### src/rtl/fis_pkg.sv
// Package: shared constants and state encoding for the fast interrupt return
// sequencer. Assumes a flags word of at least 19 bits.
package fis_pkg;

    // Number of words in a return frame and the position of each.
    localparam int NWORDS  = 5;
    localparam int W_IP    = 0;
    localparam int W_CS    = 1;
    localparam int W_FLAGS = 2;
    localparam int W_SP    = 3;
    localparam int W_SS    = 4;

    // Bit positions in the flags word that the sequencer overrides.
    localparam int FB_TRACE = 8;
    localparam int FB_IEN   = 9;
    localparam int FB_DIR   = 10;
    localparam int FB_IOPL0 = 12;
    localparam int FB_IOPL1 = 13;
    localparam int FB_NEST  = 14;
    localparam int FB_RES   = 16;
    localparam int FB_V86   = 17;
    localparam int FB_ALIGN = 18;

    typedef enum logic [1:0] {
        ST_IDLE  = 2'd0,
        ST_READ  = 2'd1,
        ST_CHECK = 2'd2
    } seq_state_t;

endpackage

### src/rtl/fis_addr_gen.sv
// Module: fis_addr_gen
// Computes the read address of frame word idx and the stack pointer just past
// the frame. Slot size is DW/8 bytes in 64-bit mode and 4 bytes otherwise.
// Purely combinational.
module fis_addr_gen #(
    parameter int AW     = 64,
    parameter int DW     = 64,
    parameter int NW     = 5,
    parameter int IDX_W  = 3
) (
    input  logic [AW-1:0]    base,
    input  logic             wide,
    input  logic [IDX_W-1:0] idx,
    output logic [AW-1:0]    addr,
    output logic [AW-1:0]    frame_end
);
    localparam int SH_WIDE   = $clog2(DW / 8);
    localparam int SH_NARROW = 2;

    logic [AW-1:0] idx_ext;
    logic [AW-1:0] nw_ext;

    // Offset of the selected word and the whole-frame size, scaled by slot.
    always_comb begin
        idx_ext   = {{(AW-IDX_W){1'b0}}, idx};
        nw_ext    = AW'(NW);
        addr      = base + (wide ? (idx_ext << SH_WIDE) : (idx_ext << SH_NARROW));
        frame_end = base + (wide ? (nw_ext << SH_WIDE) : (nw_ext << SH_NARROW));
    end
endmodule

### src/rtl/fis_flag_fix.sv
// Module: fis_flag_fix
// Cleans a popped flags word: clears trace, direction, I/O privilege, nested
// task, resume, virtual-8086 and alignment-check; sets interrupt enable.
// Other bits pass through. Assumes DW >= 19.
module fis_flag_fix #(
    parameter int DW = 64
) (
    input  logic [DW-1:0] raw,
    output logic [DW-1:0] fixed
);
    import fis_pkg::*;

    // Apply the fixed overrides to the popped value.
    always_comb begin
        fixed           = raw;
        fixed[FB_TRACE] = 1'b0;
        fixed[FB_DIR]   = 1'b0;
        fixed[FB_IOPL0] = 1'b0;
        fixed[FB_IOPL1] = 1'b0;
        fixed[FB_NEST]  = 1'b0;
        fixed[FB_RES]   = 1'b0;
        fixed[FB_V86]   = 1'b0;
        fixed[FB_ALIGN] = 1'b0;
        fixed[FB_IEN]   = 1'b1;
    end
endmodule

### src/rtl/fis_canon.sv
// Module: fis_canon
// Flags whether an address is canonical for a VA_BITS-bit virtual space:
// every bit from VA_BITS-1 up to the top must be equal.
module fis_canon #(
    parameter int DW      = 64,
    parameter int VA_BITS = 48
) (
    input  logic [DW-1:0] ip,
    output logic          ok
);
    logic [DW-VA_BITS:0] upper;

    // All-zero or all-one upper slice means canonical.
    always_comb begin
        upper = ip[DW-1:VA_BITS-1];
        ok    = (&upper) | ~(|upper);
    end
endmodule

### src/rtl/fast_iret_seq.sv
// Module: fast_iret_seq
// Fast privileged return-from-interrupt sequencer. On start at privilege 0 it
// reads five frame words (ip, cs, flags, sp, ss) from cur_sp upward, one per
// mem_ack. It then checks the pointer's canonical form (64-bit mode only) and
// either commits all results with a done pulse or raises fault and commits
// nothing. No descriptors are read; segments are assumed flat.
// Assumes mem_ack is only high while mem_req is high.
module fast_iret_seq #(
    parameter int AW      = 64,
    parameter int DW      = 64,
    parameter int SELW    = 16,
    parameter int VA_BITS = 48
) (
    input  logic            clk,
    input  logic            rst_n,
    input  logic            start,
    input  logic            mode64,
    input  logic [1:0]      cur_cpl,
    input  logic [AW-1:0]   cur_sp,
    output logic            mem_req,
    output logic [AW-1:0]   mem_addr,
    input  logic            mem_ack,
    input  logic [DW-1:0]   mem_rdata,
    output logic            done,
    output logic            fault,
    output logic [DW-1:0]   new_ip,
    output logic [SELW-1:0] new_cs,
    output logic [SELW-1:0] new_ss,
    output logic [DW-1:0]   new_sp,
    output logic [DW-1:0]   new_flags,
    output logic [1:0]      new_cpl,
    output logic [AW-1:0]   frame_top
);
    import fis_pkg::*;

    localparam int IDX_W = $clog2(NWORDS);
    localparam int HALF  = 32;

    seq_state_t        state_q;
    logic [IDX_W-1:0]  idx_q;
    logic [AW-1:0]     base_q;
    logic              wide_q;
    logic [DW-1:0]     word_q [NWORDS];
    logic [DW-1:0]     rdata_ext;
    logic [DW-1:0]     flags_fixed;
    logic [AW-1:0]     frame_end;
    logic              ip_ok;
    logic              busy;
    logic              last_word;

    assign busy      = (state_q != ST_IDLE);
    assign mem_req   = (state_q == ST_READ);
    assign last_word = (idx_q == IDX_W'(NWORDS - 1));

    // Narrow mode uses only the low half of each word, zero-extended.
    always_comb begin
        rdata_ext = wide_q ? mem_rdata : {{(DW-HALF){1'b0}}, mem_rdata[HALF-1:0]};
    end

    fis_addr_gen #(.AW(AW), .DW(DW), .NW(NWORDS), .IDX_W(IDX_W)) u_addr (
        .base      (base_q),
        .wide      (wide_q),
        .idx       (idx_q),
        .addr      (mem_addr),
        .frame_end (frame_end)
    );

    fis_flag_fix #(.DW(DW)) u_flags (
        .raw   (word_q[W_FLAGS]),
        .fixed (flags_fixed)
    );

    fis_canon #(.DW(DW), .VA_BITS(VA_BITS)) u_canon (
        .ip (word_q[W_IP]),
        .ok (ip_ok)
    );

    // One capture register per frame slot, loaded when its read completes.
    for (genvar k = 0; k < NWORDS; k++) begin : g_slot
        always_ff @(posedge clk) begin
            if (!rst_n)
                word_q[k] <= '0;
            else if (mem_req && mem_ack && idx_q == IDX_W'(k))
                word_q[k] <= rdata_ext;
        end
    end

    // Sequencer: accept start, walk the frame, then check and commit or fault.
    always_ff @(posedge clk) begin
        if (!rst_n) begin
            state_q   <= ST_IDLE;
            idx_q     <= '0;
            base_q    <= '0;
            wide_q    <= 1'b0;
            done      <= 1'b0;
            fault     <= 1'b0;
            new_ip    <= '0;
            new_cs    <= '0;
            new_ss    <= '0;
            new_sp    <= '0;
            new_flags <= '0;
            new_cpl   <= '0;
            frame_top <= '0;
        end else begin
            done  <= 1'b0;
            fault <= 1'b0;
            case (state_q)
                ST_IDLE: begin
                    if (start) begin
                        if (cur_cpl != 2'd0) begin
                            fault <= 1'b1;
                        end else begin
                            base_q  <= cur_sp;
                            wide_q  <= mode64;
                            idx_q   <= '0;
                            state_q <= ST_READ;
                        end
                    end
                end
                ST_READ: begin
                    if (mem_ack) begin
                        if (last_word) state_q <= ST_CHECK;
                        else           idx_q   <= idx_q + 1'b1;
                    end
                end
                ST_CHECK: begin
                    state_q <= ST_IDLE;
                    if (wide_q && !ip_ok) begin
                        fault <= 1'b1;
                    end else begin
                        done      <= 1'b1;
                        new_ip    <= word_q[W_IP];
                        new_cs    <= word_q[W_CS][SELW-1:0];
                        new_ss    <= word_q[W_SS][SELW-1:0];
                        new_sp    <= word_q[W_SP];
                        new_flags <= flags_fixed;
                        new_cpl   <= word_q[W_CS][1:0];
                        frame_top <= frame_end;
                    end
                end
                default: state_q <= ST_IDLE;
            endcase
        end
    end
endmodule

### config.mk
export PLATFORM = sky130hd
export DESIGN_NAME = fast_iret_seq
export DESIGN_NICKNAME = d
export VERILOG_FILES = /design/src/rtl/fis_pkg.sv /design/src/rtl/fis_addr_gen.sv /design/src/rtl/fis_flag_fix.sv /design/src/rtl/fis_canon.sv /design/src/rtl/fast_iret_seq.sv
export SDC_FILE = /design/constraint.sdc
export NUM_CORES = 1
export LEC_CHECK = 0
export BUFFER_PORTS_ARGS = -buffer_cell sky130_fd_sc_hd__buf_2
export CAP_MARGIN = 15
export CELL_PAD_IN_SITES_DETAIL_PLACEMENT = 1
export CELL_PAD_IN_SITES_GLOBAL_PLACEMENT = 1
export CORE_MARGIN = 5
export CORE_UTILIZATION = 40
export DETAILED_ROUTE_END_ITERATION = 16
export PLACE_DENSITY = 0.8
export SLEW_MARGIN = 40
export SYNTH_ARGS = -nofsm -noshare
export SYNTH_HDL_FRONTEND = slang
export SYNTH_SLANG_ARGS = --single-unit
### constraint.sdc
create_clock -name clk -period 7 [get_ports clk]
set_input_delay 1.05 -clock clk [delete_from_list [all_inputs] [get_ports clk]]
set_output_delay 1.05 -clock clk [all_outputs]
set_load 0.02 [all_outputs]
[Word level (Yosys, flattened, before mapping)]
Memories as Yosys holds them, arrays and structs flattened. A register that Yosys moved wholly into a read port is not among the register bits.
Index checks and enable logic that the tools add are counted.
Word-level totals
  register bits: 274
  memory bits (writable): 320
  bits of input ports: 135
  logic and storage cells: 96
  memories kept: 1
Operators by class
  $add $sub $neg: 3
  eq/ne operators: 11
  mux-type cells: 39
  bitwise gates (word level): 9
  reduce and logical (&&, ||, !) cells: 22
Memory list
  word_q: depth 5, width 64, read ports 5, clocked after memory_dff 3, write ports 5, line fast_iret_seq.sv:43  | logic [DW-1:0] word_q [NWORDS];
Operators by type and width (number)
  $mux 64: 6
  $add 64x6->64: 1
  $add 64x64->64: 1
  $mux 1: 20
  $reduce_and 17->1: 1
  $reduce_or 17->1: 1
  $mux 3: 4
  $mux 6: 2
  $mux 2: 4
  $logic_and 1x1->1: 7
  $eq 3x2->1 const B: 2
  $ne 2x2->1 const B: 3
  $or 1x1->1: 6
  $pmux 3 s2: 1
  $reduce_and 5->1: 1
  $logic_not 1->1: 4
  $ne 2x1->1 const B: 2
  $pmux 2 s2: 1
  $reduce_and 2->1: 2
  $reduce_and 4->1: 1
  $reduce_bool 2->1: 2
  $add 3x1->3 const B: 1
  $eq 3x1->1 const B: 1
  $eq 3x3->1 const B: 1
  other kinds (7): 9

[Logic depth before layout (Yosys ltp)]
Gate-level depths: netlist of run 1.
An unclocked memory read counts as a cell.
  word-level depth: 8
  depth in mapped cells: 11
  mapped depth without buffers: 10

[Hierarchy]
A second synthesis of run 1 with hierarchy kept.
Unflattened totals
  cells, all modules: 2672
  area total of the unflattened synthesis: 26217.6 um^2
By module, submodules not included
  fast_iret_seq: instances 1, cells each 2182, area an instance 22779.3 um^2
  fis_addr_gen: instances 1, cells each 412, area an instance 2851.5 um^2
  fis_flag_fix: instances 1, cells each 66, area an instance 488.0 um^2
  fis_canon: instances 1, cells each 12, area an instance 98.8 um^2

[Worst setup path before layout of run 1]
OpenSTA, ideal clock, no wires.
  kind: input -> register
  from: in mem_ack
  to: mem word_q[3][0] (enable)
  library setup time: 574 ps
  arrival: 5662 ps
  required time: 6426 ps
  setup slack: 763 ps
  stages on the path: 2
  path through: nand2_1 o21ai_0
RTL lines
  from (decl): line fast_iret_seq.sv:22  | input logic mem_ack,
  to (decl): line fast_iret_seq.sv:43

[Final worst setup path of run 1]
  from: reg wide_q
  to: out mem_addr[59]
Between the ends
  cells in the longest elaborated chain, start to end: 2
RTL lines
  from (decl): line fast_iret_seq.sv:42  | logic wide_q;
  from (signal assigned): line fast_iret_seq.sv:114  | wide_q <= mode64;
  $mux 6: line fis_addr_gen.sv:27  | addr = base + (wide ? (idx_ext << SH_WIDE) : (idx_ext << SH_NARROW));
  $add 64x64->64: line fis_addr_gen.sv:27
  to (decl): line fast_iret_seq.sv:21  | output logic [AW-1:0] mem_addr,
Every way passes these cells.

==> results of run 1 <==
layout make-up:
type | count | area, µm² | area share (%)
multi-input cells | 1714 | 9390 | 32.7
clock inverters | 32 | 268 | 0.933
diodes | 5 | 12.5 | 0.0436
well taps | 773 | 967 | 3.37
flip-flops and latches | 567 | 13500 | 47.1
clock buffers | 79 | 1630 | 5.69
inverters | 18 | 75.1 | 0.262
repair buffers | 517 | 2850 | 9.92
final timing paths:
kind | to | cells past startpoint
max | mem_addr[59] | 11
min | new_flags[37] | 2
max reg2reg | new_ip[56] | 6
min reg2reg | new_flags[37] | 2
placed cells by master (no fill, tap or decap), types with 8 or more instances in the layout:
cell type / count
buf_2: 484
dfxtp_1: 351
a21oi_1: 305
nand3_1: 257
o21ai_0: 240
nand2_1: 218
edfxtp_1: 215
nor2_1: 149
and2_1: 121
nor3_1: 66
clkbuf_16: 60
xor2_1: 55
nand4_1: 50
xnor2_1: 41
o31ai_1: 26
a211oi_1: 22
nor4_1: 20
or3_1: 19
buf_4: 18
inv_1: 17
a311oi_1: 16
clkinv_1: 15
ha_1: 13
clkbuf_1: 13
or4_1: 12
a31oi_1: 9
conb_1: 8
clkinv_2: 8
routing by layer:
metal | track usage (%) | wire, µm
met1 | 34.1 | 36800
met2 | 48.4 | 46600
met3 | 5.75 | 6900
met4 | 8.19 | 2860
met5 | 0 | 86
registers in the layout, indices dropped and copies added (netlist names), 2 cells and up:
name,count
new_cs,16
new_flags,56
new_ip,64
idx_q,3
state_q,2
word_q,215
new_sp,64
frame_top,64
base_q,64
new_ss,16
power by group through the flow:
stage / logic (W) / clock network, W / registers, W
5_1_grt: 0.000262 / 0.00330 / 0.00353
3_5_place_dp: 0.000241 / 0 / 0.00360
6_report: 0.000244 / 0.00312 / 0.00353
4_1_cts: 0.000244 / 0.00317 / 0.00353
3_3_place_gp: 0.000234 / 0 / 0.00360
2_1_floorplan: 0.000146 / 0 / 0.00357
cell families after synthesis:
family	synth area share, %
and+or+nand+nor	19.6
DFF	56.7
xor gates and xnor gates	3.53
buffers and inverters	4.72
adders and majority gates	0.851
muxes	0.0840
other	0.0157
AOI/OAI and AO/OA	14.5
critical path, stage by stage (launching register included):
cell and delay (ps):
dfxtp_4 710, inv_1 320, a21boi_0 400, inv_1 110
ha_1 300, a21oi_1 80, o22ai_1 170, buf_4 290
nand3_1 330, nor4_1 420, xor2_1 190, buf_2 190
stage by stage:
stage,hold WS (ps),cell area [µm²],setup slack (ps),utilization (%),instances
2_1_floorplan,446,23800,763,-,2553
3_3_place_gp,452,26500,2210,44.9,3580
3_5_place_dp,458,26700,2450,45.3,3588
4_1_cts,466,28600,1740,48.5,3699
5_1_grt,487,28700,1510,48.6,3701
6_report,465,28700,1800,48.6,3705
==> summary.txt, run 1 <==
Worst setup path
  – Critical Path RT: approximately 6000 ps
  – Crit-path max FO: 42
  – R2r startpoint: wide_q
  – R2R Setup Slk: about 3400 ps
  – Critical path launch point type: register
  – Setup CP Type: reg -> out
  – CP Data Arrival Time: between 4000 and 5000 ps
  – Worst setup EP type: output port
  – Crit path from: wide_q

Timing
  – Setup TNS: 0 ps
  – Final hold vios: 0
  – Min cycle time layout: about 5200 ps
  – RSZ-0062 raised after global routing: false
  – Slew Limit Fails: 0
  – Final setup vio count: 0
  – Worst Tran Pin Value: between 800 and 900 ps
  – Final Skew: 32.9 ps
  – Final period util: 74.3%
  – Fmax: approximately 190 MHz
  – Rel. slew slack: around two fifths

Power and ir drop
  – Switching share of power: between 20% and 30%
  – Sw power: 0.00160 W
  – Peak VDD IR: approximately 0.00023 V
  – Leak: 10.9 nW
  – Design Power: roughly 0.0069 W
  – Pint: about 0.0053 W
  – Clock power frac: a little under half
  – Sequential share of power: slightly above 50%
  – Comb pwr share: approximately 3.5%
  – PD cells: around 240 nW/µm²

Route
  – Initial DRC Count: about 1.6k
  – Final wirelength: 93,300 µm
  – Remaining DRCs: 0
  – Routed len/inst: 25.2 µm
  – Drt first pass iters: 5
  – Routed Antenna Nets: 0
  – Vias: between 20k and 25k
  – Vias per cell: about 5.8

Floorplanning
  – Chip width: between 200 and 300 µm
  – I/O pins: ~490
  – Die area: ~65,000 µm²
  – Die H: 254 µm
  – Row cnt: 89
  – Core area: 59,000 µm²
  – Starting Density: 40.4%

Synthesis
  – Cell with the most instances after synthesis: dfxtp_1
  – Seq/Total Area, Yosys: between 50% and 60%
  – Gate count after technology mapping: ~2.5k
  – Synth Flop Type: dfxtp_1
  – Cell Area, Synth: 23,800 µm²
  – Unique masters post-synth: 55
  – FFs w/ async S/R, synth: 0%
  – Synthesis Warnings: 0
  – Synth Register Bits: roughly 570
  – EDFF count, synth: between 200 and 250
  – Top cell type's share of synthesized area: slightly below 30%
  – Avg Synthesized Cell Area: between 9 and 10 µm²
  – Leading cell types by count after synthesis: dfxtp_1, a21oi_1, nand3_1
  – Yosys top cell by area: dfxtp_1
  – Area contributors post-synth: dfxtp_1, edfxtp_1, a21oi_1

Global route
  – Largest net degree at the start of global routing: 135
  – Initial antenna violation count: 12
  – Vias in the first global route: roughly 22k
  – Total congestion overflow: 0
  – First-pass GRT wire length: 138,000 µm
  – GRT Resource Usage Total: between 20 and 30%

Clock tree
  – CTS tree: done
  – Post_cts resized: 0
  – H-tree Lvls: 2
  – CTS clk-pin slew, worst paths: around 70 ps
  – Num CTS Buffers: 59
  – Clk Latency, worst-skew pair: 640 ps
  – Total setup buffers inserted after CTS: 0
  – Max Buffers Root-to-Sink: 3
  – Cts hold-fix bufs: 0
  – Root buffer cell: clkbuf_16
  – Clk sinks: around 570

Worst hold path
  – Min-Delay Path Class: reg -> reg
  – Hold wc startpoint: new_flags[37]

Run
  – Max cap viols: 0

Placement
  – Port bufs: between 400 and 500
  – Dpl hpwl: roughly 63,000 µm
  – RePlAce Congestion: just over 0.9

Finish
  – Final nets: between 3k and 4k
  – FILL cells: 6,832
  – Layout area overhead: 20.5%
  – Layout cells sized above 1: roughly 21%

Status
  – Status: completed
Power figures use the tool's default switching activity.
==> inputs of run 2 (changes only) <==
Clock period 7 ns to 5.1 ns, I/O delays scaled along.
==> summary.txt, run 2 (synthesized netlist as in run 1, its figures left out) <==
Clock tree
  – Post_cts resized: 0 (unchanged)
  – H-tree Lvls: 2 (unchanged)
  – Num CTS Buffers: 60 (+1.7%)
  – Max Buffers Root-to-Sink: 3 (unchanged)
  – Clk sinks: 567 (unchanged)
  – Cts hold-fix bufs: 0 (unchanged)
  – Total setup buffers inserted after CTS: 0 (unchanged)
  – Clk Latency, worst-skew pair: 640 ps (about the same)
  – Root buffer cell: clkbuf_16
  – CTS clk-pin slew, worst paths: 70 ps (about the same)
  – CTS tree: done

Worst setup path
  – Crit-path max FO: 39 (-7.1%)
  – Setup CP Type: reg -> out
  – CP cell instances: buf_4 > o21ai_0 > ha_1 > nand3_1 > o22ai_1 > buf_4 > nand3_1 > nor4_1 > xor2_1 > buf_2
  – Worst setup EP type: output port
  – Critical path's largest stage delay: 450 ps (-260 ps)
  – CP Buf/Inv Count: 3 (-1)
  – Largest delay contributor family on the critical path: buffers and inverters
  – CP Data Arrival Time: 3740 ps (-410 ps)
  – Slowest-stage cell, CP: buf_4
  – R2R Setup Slk: 1650 ps (-1740 ps)
  – Critical path launch point type: register
  – Critical Path RT: 4340 ps (-1610 ps)

Finish
  – Most frequent cells in the layout: buf_2, dfxtp_1, a21oi_1
  – Post-layout util: 49.0% (+0.38 points)
  – Final nets: 3,032 (+0.17%)
  – Number of flip-flops in the largest register: 215 (unchanged)
  – FILL cells: 6,839 (+0.10%)
  – Fin cells: 3,713 (+0.22%)
  – Layout cells sized above 1: 21.8% (+0.36 points)
  – Largest reg by FF count: word_q
  – Commonest non-fill, non-tap cell in the layout: buf_2
  – Layout area overhead: 21.4%

Placement
  – Dpl cells: 3,593 (+0.14%)
  – Port bufs: 483 (unchanged)
  – Dpl hpwl: 62,100 µm (-1.5%)
  – RePlAce Congestion: 0.925 (+0.41%)

Global route
  – Largest net degree at the start of global routing: 182 (+35%)
  – Initial antenna violation count: 11 (-1)
  – GRT Resource Usage Total: 26.8% (-0.68 points)
  – Top Usage Layer GRT: met2
  – Grt met2 use: 46.6% (-1.9 points)
  – Grt met3 use: 5.39% (-0.36 points)
  – Met1 usage: 32.7% (-1.4 points)
  – Vias in the first global route: 22.0k (-0.86%)
  – First-pass GRT wire length: 135,000 µm (-2.5%)
  – Total congestion overflow: 0 (unchanged)

Route
  – Vias: 21.3k (-0.57%)
  – Drt first pass iters: 5 (unchanged)
  – Routed Antenna Nets: 0 (unchanged)
  – Final wirelength: 91,000 µm (-2.5%)
  – Remaining DRCs: 0 (unchanged)
  – Vias per cell: 5.73 (-0.78%)
  – Routed len/inst: 24.5 µm (-2.7%)
  – Initial DRC Count: 1,474 (-10%)

Power and ir drop
  – Switching share of power: 22.7% (-0.47 points)
  – Comb pwr share: 3.4% (about the same)
  – Pint: 0.00755 W (+42%)
  – Sequential share of power: 49.5% (-1.7 points)
  – Leak: 11.0 nW (+1.2%)
  – Peak VDD IR: 0.000285 V (+26%)
  – Sw power: 0.00222 W (+39%)
  – PD cells: 338 nW/µm² (+40%)
  – Clock power frac: 47.0% (+1.7 points)

Worst hold path
  – Min-Delay Path Class: in -> reg

Timing
  – Worst Tran Pin Value: 939 ps (+64.9 ps)
  – RSZ-0062 raised after global routing: false
  – Final period util: roughly nine tenths
  – Fmax: approximately 220 MHz
  – Final Skew: 25.2 ps (-7.72 ps)
  – Min cycle time layout: between 4000 and 5000 ps
  – Slew Limit Fails: 0 (unchanged)
  – Setup TNS: 0 ps (unchanged)
  – Final hold vios: 0 (unchanged)
  – Final setup vio count: 0 (unchanged)
  – Rel. slew slack: 36.9% (-4.3 points)

Floorplanning
  – I/O pins: 492 (unchanged)
  – Die H: 254 µm (unchanged)
  – Chip width: 254 µm (unchanged)
  – Core area: 59,000 µm² (unchanged)
  – Die area: 64,500 µm² (unchanged)
  – Row cnt: 89 (unchanged)
  – Starting Density: 40.4% (unchanged)

Run
  – Max cap viols: 0 (unchanged)

Status
  – Status: completed
==> run 2: changes by cell type in the layout (fill, tap and decap cells not counted), moves of 2 or more <==
cell and delta:
buf_6 -3, buf_4 +5, clkbuf_1 +5, clkbuf_8 +4
clkbuf_16 +5, clkinv_2 +3, clkinv_1 -13, buf_12 +2
==> run 2: worst paths after layout <==
check             endpoint  cells past startpoint  startpoint
max           mem_addr[59]                     10      wide_q
min             base_q[42]                      3  cur_sp[42]
max reg2reg  frame_top[60]                      5   base_q[6]
min reg2reg     new_ip[59]                      2  new_ip[59]
==> run 2: layout make-up <==
type                       instances  area [µm²]  share of cell area, %
antenna                            6        15.0                 0.0519
clock buffer                      93        1830                   6.33
timing repair buffer             521        2890                   10.0
multi-input combinational       1714        9370                   32.4
inverter                          18        80.1                  0.277
clock inverter                    21         258                  0.891
sequential                       567       13500                   46.7
tap                              773         967                   3.34
==> run 2: routing by layer <==
metal	routed length (µm)	vias up
li1	-	9679
met1	35300	10600
met2	44900	829
met3	6860	200
met4	3870	10
met5	55	-
==> run 2: stage by stage <==
stage	hold WS, ps	total power (W)	setup WS [ps]	cell area [µm²]
after CTS	335	0.00984	488	28900
after detailed placement	457	0.00527	1230	26800
after global placement	448	0.00525	1260	26600
after global routing	350	0.0101	374	28900
after floorplan	446	0.00510	764	23800
final	375	0.00976	592	28900
==> run 2: power by group through the flow <==
stage / Clock [W] / Sequential (W) / Combinational (W)
after floorplan: 0 / 0.00490 / 0.000201
after global placement: 0 / 0.00493 / 0.000324
after detailed placement: 0 / 0.00493 / 0.000332
after CTS: 0.00467 / 0.00484 / 0.000334
after global routing: 0.00486 / 0.00484 / 0.000359
final: 0.00459 / 0.00484 / 0.000335
==> run 2: worst register-to-register path: cells and delay by family, from the launching register on <==
kind,cells,cell delay [ps]
simple gates,4,2510
compound gates,1,300
flops,1,520
==> inputs of run 3 (changes only) <==
Settings changed: CORE_ASPECT_RATIO from default to 0.7.
==> summary.txt, run 3 (synthesized netlist as in run 1, its figures left out) <==
Global route
  – Initial antenna violation count: 11 (unchanged)
  – GRT Resource Usage Total: 28.0% (+1.2 points)
  – Vias in the first global route: 21.9k (-0.82%)
  – Largest net degree at the start of global routing: 185 (+1.6%)
  – First-pass GRT wire length: 141,000 µm (+4.9%)
  – Total congestion overflow: 0 (unchanged)

Floorplanning
  – Die area: 64,600 µm² (+0.12%)
  – I/O pins: 492 (unchanged)
  – Core area: 58,600 µm² (-0.70%)
  – Row cnt: 74 (-17%)
  – Die H: 214 µm (-16%)
  – Starting Density: 40.6% (+0.28 points)
  – Chip width: 302 µm (+19%)

Finish
  – Commonest non-fill, non-tap cell in the layout: buf_2
  – Largest reg by FF count: word_q
  – Fin area: 28,600 µm² (-0.97%)
  – Layout area overhead: 20.2%
  – Number of flip-flops in the largest register: 215 (unchanged)
  – Most frequent cells in the layout: buf_2, dfxtp_1, a21oi_1
  – Final nets: 3,027 (-0.16%)
  – Post-layout util: 48.9% (-0.14 points)
  – Layout cells sized above 1: 21.6% (-0.20 points)

Clock tree
  – Post_cts resized: 0 (unchanged)
  – CTS clk-pin slew, worst paths: 70 ps (about the same)
  – Max Buffers Root-to-Sink: 3 (unchanged)
  – H-tree Lvls: 2 (unchanged)
  – CTS tree: done
  – Root buffer cell: clkbuf_16
  – Total setup buffers inserted after CTS: 0 (unchanged)
  – Clk Latency, worst-skew pair: 610 ps (-30 ps)
  – Num CTS Buffers: 55 (-8.3%)
  – Cts hold-fix bufs: 0 (unchanged)
  – Clk sinks: 567 (unchanged)

Worst setup path
  – CP Data Arrival Time: 3720 ps (-20 ps)
  – R2r startpoint: base_q[6]
  – Crit-path max FO: 12 (-69%)
  – Crit path from: base_q[6]
  – Critical Path RT: 4340 ps (about the same)
  – Worst setup EP type: output port
  – Setup CP Type: reg -> out
  – Critical path launch point type: register

Power and ir drop
  – Leak: 10.9 nW (-1.1%)
  – PD cells: 330 nW/µm² (-2.1%)
  – Peak VDD IR: 0.000238 V (-17%)
  – Design Power: 0.00946 W (-3.1%)

Route
  – Routed Antenna Nets: 0 (unchanged)
  – Routed len/inst: 25.8 µm (+5.2%)
  – Initial DRC Count: 2,310 (+57%)
  – Vias per cell: 5.86 (+2.1%)
  – Final wirelength: 96,100 µm (+5.7%)
  – Remaining DRCs: 0 (unchanged)
  – Drt first pass iters: 5 (unchanged)
  – Vias: 21.8k (+2.6%)

Placement
  – Dpl hpwl: 64,800 µm (+4.3%)
  – RePlAce Congestion: 0.957 (+3.6%)
  – Placed instance area: 26,700 µm² (-0.32%)
  – Port bufs: 483 (unchanged)

Timing
  – Final setup vio count: 0 (unchanged)
  – Final hold vios: 0 (unchanged)
  – Final Skew: 15.8 ps (-9.37 ps)
  – Rel. slew slack: 39.9% (+3.0 points)
  – RSZ-0062 raised after global routing: false
  – Worst Tran Pin Value: 893 ps (-46.0 ps)
  – WHS: 396 ps (+21.0 ps)
  – Final period util: 87.9% (-0.48 points)
  – Slew Limit Fails: 0 (unchanged)
  – Fmax: 223 MHz (+0.55%)
  – Min cycle time layout: 4480 ps (-24.4 ps)
  – Setup TNS: 0 ps (unchanged)

Run
  – Max cap viols: 0 (unchanged)

Status
  – Status: completed

Worst hold path
  – Min-Delay Path Class: in -> reg
  – Hold wc startpoint: cur_sp[55]
run 3: cell count changes in the layout (fill, tap and decap cells not counted), sizes merged:
cell,before,now
clkinvlp,2,1
clkinv,16,18
buf,521,520
diode,6,7
clkbuf,93,79
inv,17,20
bufinv,4,5
run 3: layer usage:
metal  up-vias  routed length [µm]  global-route usage (%)
met4         6                3320                    8.86
met2       891               44000                    43.8
met3       168                7200                    4.89
met5         -                  41                       0
met1     11100               41500                    39.8
li1       9677                   -                       -
run 3: worst paths after layout:
| path | cells past startpoint | endpoint | slack (ps) |
|---|---|---|---|
| max | 6 | mem_addr[56] | 620 |
| min | 3 | base_q[55] | 400 |
| max reg2reg | 5 | frame_top[60] | 1470 |
| min reg2reg | 2 | frame_top[6] | 470 |
run 3: final cells by class:
class,instances,area [µm²]
Antenna cell,7,17.5
Timing Repair Buffer,521,2830
Multi-Input combinational cell,1714,9360
Clock inverter,26,273
Inverter,18,75.1
Sequential cell,567,13500
Tap cell,798,998
Fill cell,6729,30000
Clock buffer,78,1590
run 3: critical path: stages (launching register included):
cell	delay [ps]
dfxtp_1	540
nand4_1	470
nor3_1	830
o2111ai_1	510
nor4_1	380
xor2_1	190
buf_2	190
run 3: power breakdown:
| group | total [W] | switching, W | internal [W] |
|---|---|---|---|
| Clock | 0.00428 | 0.00185 | 0.00243 |
| Combinational | 0.000346 | 0.000247 | 0.0000991 |
| Sequential | 0.00484 | 0.0000693 | 0.00477 |
run 3: metrics by stage:
stage               setup WS [ps]  std cells
floorplan                     764       2553
global placement             1350       3615
detailed placement           1300       3616
CTS                           624       3720
global route                  385       3728
finish                        616       3729
